[src/rtl/tribus_pkg.sv]
package tribus_pkg;

    typedef enum logic [2:0] {
        ALU_ADD    = 3'd0,
        ALU_SUB    = 3'd1,
        ALU_AND    = 3'd2,
        ALU_OR     = 3'd3,
        ALU_XOR    = 3'd4,
        ALU_SLT    = 3'd5,
        ALU_PASS_A = 3'd6,
        ALU_PASS_B = 3'd7
    } alu_op_e;

    typedef enum logic [1:0] {
        MEM_IDLE  = 2'd0,
        MEM_READ  = 2'd1,
        MEM_WRITE = 2'd2
    } mem_state_e;

endpackage

[src/rtl/tribus_alu.sv]
module tribus_alu
    import tribus_pkg::*;
#(
    parameter int W = 32
) (
    input  logic [W-1:0] opnd_a,
    input  logic [W-1:0] opnd_b,
    input  logic [2:0]   op_code,
    output logic [W-1:0] result
);

    alu_op_e op;
    logic    less;

    assign op   = alu_op_e'(op_code);
    assign less = $signed(opnd_a) < $signed(opnd_b);

    always_comb begin
        unique case (op)
            ALU_ADD:    result = opnd_a + opnd_b;
            ALU_SUB:    result = opnd_a - opnd_b;
            ALU_AND:    result = opnd_a & opnd_b;
            ALU_OR:     result = opnd_a | opnd_b;
            ALU_XOR:    result = opnd_a ^ opnd_b;
            ALU_SLT:    result = {{(W-1){1'b0}}, less};
            ALU_PASS_A: result = opnd_a;
            ALU_PASS_B: result = opnd_b;
        endcase
    end

endmodule

[src/rtl/tribus_regfile.sv]
module tribus_regfile #(
    parameter int W = 32,
    parameter int N = 32,
    localparam int IW = $clog2(N)
) (
    input  logic          clk,
    input  logic          rst_n,
    input  logic [IW-1:0] rsel_a,
    input  logic [IW-1:0] rsel_b,
    input  logic [IW-1:0] wsel,
    input  logic          wen,
    input  logic [W-1:0]  wdata,
    output logic [W-1:0]  rdata_a,
    output logic [W-1:0]  rdata_b
);

    logic [W-1:0] entry_q [N];

    for (genvar g = 0; g < N; g++) begin : g_ent
        if (g == 0) begin : g_zero
            assign entry_q[g] = '0;
        end else begin : g_reg
            logic [W-1:0] q;
            always_ff @(posedge clk) begin
                if (!rst_n) begin
                    q <= '0;
                end else if (wen && (wsel == IW'(g))) begin
                    q <= wdata;
                end
            end
            assign entry_q[g] = q;
        end
    end

    assign rdata_a = entry_q[rsel_a];
    assign rdata_b = entry_q[rsel_b];

endmodule

[src/rtl/tribus_memif.sv]
module tribus_memif
    import tribus_pkg::*;
#(
    parameter int W = 32
) (
    input  logic         clk,
    input  logic         rst_n,
    input  logic         step_ok,
    input  logic         cmd_rd,
    input  logic         cmd_wr,
    input  logic         ld_mar,
    input  logic         ld_mdr,
    input  logic [W-1:0] c_bus,
    input  logic         done,
    input  logic [W-1:0] rdata,
    output logic [W-1:0] mar_q,
    output logic [W-1:0] mdr_q,
    output logic         req,
    output logic         we,
    output logic         busy
);

    mem_state_e state, state_nxt;
    logic       idle;

    assign idle = (state == MEM_IDLE);

    // state register
    always_ff @(posedge clk) begin
        if (!rst_n) begin
            state <= MEM_IDLE;
        end else begin
            state <= state_nxt;
        end
    end

    // transitions
    always_comb begin
        state_nxt = state;
        unique case (state)
            MEM_IDLE: begin
                if (step_ok && cmd_rd) begin
                    state_nxt = MEM_READ;
                end else if (step_ok && cmd_wr) begin
                    state_nxt = MEM_WRITE;
                end
            end
            MEM_READ, MEM_WRITE: begin
                if (done) begin
                    state_nxt = MEM_IDLE;
                end
            end
            default: state_nxt = MEM_IDLE;
        endcase
    end

    // outputs
    always_comb begin
        req  = 1'b0;
        we   = 1'b0;
        busy = 1'b0;
        unique case (state)
            MEM_IDLE: begin
            end
            MEM_READ: begin
                req  = 1'b1;
                busy = 1'b1;
            end
            MEM_WRITE: begin
                req  = 1'b1;
                we   = 1'b1;
                busy = 1'b1;
            end
            default: begin
            end
        endcase
    end

    // address and data registers
    always_ff @(posedge clk) begin
        if (!rst_n) begin
            mar_q <= '0;
            mdr_q <= '0;
        end else begin
            if (idle && step_ok && ld_mar) begin
                mar_q <= c_bus;
            end
            if ((state == MEM_READ) && done) begin
                mdr_q <= rdata;
            end else if (idle && step_ok && ld_mdr) begin
                mdr_q <= c_bus;
            end
        end
    end

endmodule

[src/rtl/tribus_datapath.sv]
module tribus_datapath #(
    parameter int DATA_W = 32,
    parameter int NREGS  = 32,
    parameter int IMM_W  = 16,
    localparam int RIDX_W = $clog2(NREGS)
) (
    input  logic              clk,
    input  logic              rst_n,
    input  logic [RIDX_W-1:0] sel_a,
    input  logic [RIDX_W-1:0] sel_b,
    input  logic [RIDX_W-1:0] sel_c,
    input  logic              a_from_rf,
    input  logic              a_from_mdr,
    input  logic              b_from_rf,
    input  logic              b_from_pc,
    input  logic              b_from_imm,
    input  logic [2:0]        alu_op,
    input  logic              ld_rf,
    input  logic              ld_pc,
    input  logic              ld_ir,
    input  logic              ld_mar,
    input  logic              ld_mdr,
    input  logic              mem_rd,
    input  logic              mem_wr,
    input  logic              mem_done,
    input  logic [DATA_W-1:0] mem_rdata,
    output logic [DATA_W-1:0] mem_addr,
    output logic [DATA_W-1:0] mem_wdata,
    output logic              mem_req,
    output logic              mem_we,
    output logic              mem_busy,
    output logic [DATA_W-1:0] bus_a,
    output logic [DATA_W-1:0] bus_b,
    output logic [DATA_W-1:0] bus_c,
    output logic [DATA_W-1:0] pc_out,
    output logic [DATA_W-1:0] ir_out
,
    output logic              step_illegal
);

    logic [DATA_W-1:0] rf_a, rf_b, mdr_q, imm_ext;
    logic [DATA_W-1:0] pc_q, ir_q;
    logic              step_ok;

    // contention check for the current control step
    always_comb begin
        step_illegal = 1'b0;
        if (a_from_rf && a_from_mdr) begin
            step_illegal = 1'b1;
        end
        if ((32'(b_from_rf) + 32'(b_from_pc) + 32'(b_from_imm)) > 32'd1) begin
            step_illegal = 1'b1;
        end
        if (mem_rd && mem_wr) begin
            step_illegal = 1'b1;
        end
    end

    assign step_ok = !step_illegal;

    assign imm_ext = {{(DATA_W-IMM_W){ir_q[IMM_W-1]}}, ir_q[IMM_W-1:0]};

    assign bus_a = ({DATA_W{a_from_rf}}  & rf_a)
                 | ({DATA_W{a_from_mdr}} & mdr_q);

    assign bus_b = ({DATA_W{b_from_rf}}  & rf_b)
                 | ({DATA_W{b_from_pc}}  & pc_q)
                 | ({DATA_W{b_from_imm}} & imm_ext);

    tribus_regfile #(
        .W (DATA_W),
        .N (NREGS)
    ) u_rf (
        .clk     (clk),
        .rst_n   (rst_n),
        .rsel_a  (sel_a),
        .rsel_b  (sel_b),
        .wsel    (sel_c),
        .wen     (ld_rf && step_ok),
        .wdata   (bus_c),
        .rdata_a (rf_a),
        .rdata_b (rf_b)
    );

    tribus_alu #(
        .W (DATA_W)
    ) u_alu (
        .opnd_a  (bus_a),
        .opnd_b  (bus_b),
        .op_code (alu_op),
        .result  (bus_c)
    );

    tribus_memif #(
        .W (DATA_W)
    ) u_mem (
        .clk     (clk),
        .rst_n   (rst_n),
        .step_ok (step_ok),
        .cmd_rd  (mem_rd),
        .cmd_wr  (mem_wr),
        .ld_mar  (ld_mar),
        .ld_mdr  (ld_mdr),
        .c_bus   (bus_c),
        .done    (mem_done),
        .rdata   (mem_rdata),
        .mar_q   (mem_addr),
        .mdr_q   (mdr_q),
        .req     (mem_req),
        .we      (mem_we),
        .busy    (mem_busy)
    );

    assign mem_wdata = mdr_q;

    always_ff @(posedge clk) begin
        if (!rst_n) begin
            pc_q <= '0;
            ir_q <= '0;
        end else if (step_ok) begin
            if (ld_pc) begin
                pc_q <= bus_c;
            end
            if (ld_ir) begin
                ir_q <= bus_c;
            end
        end
    end

    assign pc_out = pc_q;
    assign ir_out = ir_q;

endmodule

[config.mk]
export PLATFORM = sky130hd
export DESIGN_NAME = tribus_datapath
export DESIGN_NICKNAME = d
export VERILOG_FILES = /design/src/rtl/tribus_pkg.sv /design/src/rtl/tribus_alu.sv /design/src/rtl/tribus_regfile.sv /design/src/rtl/tribus_memif.sv /design/src/rtl/tribus_datapath.sv
export SDC_FILE = /design/constraint.sdc
export NUM_CORES = 2
export LEC_CHECK = 0
export ABC_CLOCK_PERIOD_IN_PS = 22500
export BUFFER_PORTS_ARGS = -buffer_cell sky130_fd_sc_hd__buf_2
export CORE_MARGIN = 4
export CORE_UTILIZATION = 50
export DETAILED_ROUTE_END_ITERATION = 6
export GPL_TIMING_DRIVEN = 0
export PLACE_DENSITY = 0.65
export SETUP_SLACK_MARGIN = 0.02
export SYNTH_ARGS = -nofsm -noshare
export SYNTH_HDL_FRONTEND = slang
export SYNTH_SLANG_ARGS = --single-unit
[constraint.sdc]
create_clock -name clk -period 22.5 [get_ports clk]
set_input_delay 6.75 -clock clk [delete_from_list [all_inputs] [get_ports clk]]
set_output_delay 6.75 -clock clk [all_outputs]
set_load 0.005 [all_outputs]
==> run_results.csv <==
group,metric,value,unit
cells_and_area,final_common_cell,"dfxtp_1",
run_status,run_status,"finished, violations left",
placement,place.port_buffers,280,
logic_synthesis,syn_area_per_cell,9.77,um^2
grt,grt_pass1_wl,467,mm
flow_run,maxCapViolCount,13,
drt,wirelength,349,mm
timing,rsz0062_at_grt,"no",
clock_network,clk_pin_slew,60,ps
placement,gp_congestion,1.07,
clock_network,numCtsBuffers,131,
timing,slew-limit-headroom,-14.8,%
run_status,violations,"design-rule violations, max-capacitance violations, max-slew violations, negative setup slack",
cells_and_area,final_nets,6798,
drt,drc_errors,14,
logic_synthesis,yosys.area_share.xor_xnor,0.333,%
logic_synthesis,syn_area,0.0606,mm^2
timing,skew,31.4,ps
logic_synthesis,synth_adder_area_share,2.13,%
clock_network,clockRootBuffer,"clkbuf_16",
logic_synthesis,syn_inst,6201,
logic_synthesis,netlist_top_cells_area,"dfxtp_1 (37%), mux4_2 (20%), nand2_1 (5.1%)",
timing,hold_violations,0,
logic_synthesis,yosys.area_share.simple,8.01,%
floorplanning,die_h,356,um
timing,fin_tns_setup,-3190,ps
critical_path,worst-path-max-fanout,13,
logic_synthesis,synth_edf_count,0,
clock_network,cts_sinks,1122,
grt,grt_usage,53.4,%
logic_synthesis,synth-async-reset-ratio,0,%
logic_synthesis,yosys_warnings,0,
cells_and_area,drive_gt1_share,21.0,%
logic_synthesis,ys.flop_type,"dfxtp_1",
logic_synthesis,yosysSeqAreaShare,37.1,%
critical_path,path_class,"primary input to primary output",
power_and_ir_drop,seq_power_share,38.1,%
grt,first_global_vias,57200,
timing,setup_viol,13,
worst_hold_path,min_path_type,"register to register",
logic_synthesis,yosys.cell_types.count,89,
logic_synthesis,synth_compound_area_share,23.9,%
floorplanning,core_area,0.120,mm^2
logic_synthesis,synth_top_area_share,37.1,%
grt,antenna_found_initial,34,
cells_and_area,final_cell_mix,"dfxtp_1 (1122), nand2_1 (817), o21ai_0 (607), a21oi_1 (604), mux4_2 (527)",
critical_path,cp.required,15750,ps
drt,drtAntennaViolNets,0,
logic_synthesis,synth_seq_cells,1122,
drt,drt-pass1-iter-count,7,
placement,dpl.hpwl,264,mm
logic_synthesis,synth_top_area_cell,"dfxtp_1",
timing,finalCritPeriodShare,102,%
logic_synthesis,synthMuxAreaShare,22.3,%
clock_network,cts_max_level,4,
drt,wl_per_cell,41.6,um
power_and_ir_drop,p_per_area,77.5,mW/mm^2
timing,setup_ws,-443,ps
timing,min_period,22940,ps
power_and_ir_drop,ir_drop,0.0898,mV
critical_path,end_kind,"primary output",
clock_network,clock_latency,820,ps
critical_path,worstSetupStartpointType,"primary input",
cells_and_area,area_delta_synth_final,14.1,%
power_and_ir_drop,combPwrFrac,19.1,%
timing,fin_hold_ws,474,ps
power_and_ir_drop,p_leak,28.6,nW
logic_synthesis,syn_nets,6368,
floorplanning,num_io_pins,293,
critical_path,crit_arrival,16190,ps
timing,worstMarginPinSlew,1720,ps
grt,grt-ovfl-total,0,
drt,dr_total_vias,62100,
floorplanning,core.rowCount,127,
floorplanning,die_x,356,um
power_and_ir_drop,sw_frac_of_total,32.7,%
power_and_ir_drop,p_sw,1.75,mW
drt,vias_per_cell,7.42,
timing,fmax,43.6,MHz
grt,grt_max_degree,20,
clock_network,clk_path_buf_depth,3,
timing,drv_slew,93,
floorplanning,start_util,50.4,%
drt,dr.first_iter.drc_count,11900,
power_and_ir_drop,clock_power_share,42.9,%
power_and_ir_drop,intPower,3.60,mW
clock_network,cts_tree,"done",
floorplanning,dieArea,0.127,mm^2
logic_synthesis,synth_top_family_by_area,"compound AO/OA/AOI/OAI gates",
cell usage after synthesis (100+ instances only):
cell type,count
dfxtp_1,1122
buf_2,128
inv_1,139
a21oi_1,604
o22ai_1,357
nor2_1,158
ha_1,100
clkbuf_1,463
o21ai_0,608
o211a_1,248
nand2_1,817
mux4_2,527
worst max-delay path, cell delays in order:
cell      delay [ps]
buf_2            190
buf_2            350
buf_2            530
buf_2            970
buf_1           1230
mux4_2           770
mux2i_1          740
o21a_1           260
ha_1             170
clkbuf_1         340
nand2_1          190
nor3_1           310
a21oi_1          260
o21ai_1          650
a31oi_1          410
mux2i_1          210
a221o_1          410
a21oi_4          570
buf_2            600
inv_1             70
buf_2            140
per-stage QoR:
| step | util (%) | instances | setup WS [ps] | instance area [um^2] | total power, mW |
|---|---|---|---|---|---|
| finish | 57.6 | 8378 | -443 | 69100 | 5.36 |
| global route | 57.5 | 8352 | 59.7 | 69100 | 5.40 |
| CTS | 57.3 | 8334 | 57.6 | 68800 | 5.24 |
| detailed placement | 53.5 | 8104 | -1320 | 64200 | 3.02 |
| global placement | 53.3 | 8093 | -2510 | 64000 | 3.00 |
| floorplan | - | 6201 | 3910 | 60600 | 2.56 |
metal layers:
layer / wire [um] / GRT usage (%) / vias to the layer above
met3: 54400 / 25.1 / 1557
met5: 352 / 1.69 / -
met2: 140000 / 74.5 / 5882
met4: 38000 / 45.9 / 22
li1: - / - / 24300
met1: 115000 / 61.1 / 30400
state kept, by name (all words and copies together) (netlist names):
name,cells
ir_out,32
pc_out,32
u_mem.mar_q,32
u_mem.mdr_q,32
u_mem.state,2
u_rf.g_ent.g_reg.q,992
power groups by stage:
stage                     sequential [mW]  combinational, mW  clock, mW
after CTS                            2.04              0.940       2.26
final                                2.04               1.02       2.30
after detailed placement             2.08              0.936          0
after global placement               2.08              0.924          0
after floorplan                      2.07              0.487          0
after global routing                 2.04               1.02       2.35
worst paths after layout:
kind	slack, ps	end	depth (start not counted)	startpoint
max	-440	bus_c[31]	21	sel_b[2]
min	470	ir_out[16]	2	ir_out[16]
max reg2reg	14570	pc_out[29]	17	u_rf.g_ent[29].g_reg.q[19]
min reg2reg	470	ir_out[16]	2	ir_out[16]
layout make-up:
class | instances | area (um^2)
Clock inverter | 43 | 629
Tap cell | 1612 | 2020
Clock buffer | 193 | 3920
Antenna cell | 32 | 80.1
Sequential cell | 1122 | 22500
Timing Repair Buffer | 303 | 1710
Fill cell | 10800 | 51000
Buffer | 700 | 3310
Inverter | 145 | 548
Multi-Input combinational cell | 4228 | 34500
timing repair:
| action | in CTS | in global routing |
|---|---|---|
| resized for setup | 17 | 29 |
| pin swaps | 0 | 1 |
| gates cloned | 0 | 0 |
| setup endpoints to repair | 22 | 12 |
| buffers inserted | 0 | 2 |
| hold buffers | 0 | 0 |
cells by family (layout without fill, tap and decap cells):
family,Yosys count,after routing
xor+xnor,23,23
fa+ha+maj,102,102
simple gates,1179,1179
other cells,0,32
compound gates,2244,2244
mux,680,680
flops,1122,1122
buf+inv,851,1384
Note: power is estimated with default switching activity, not from simulation.
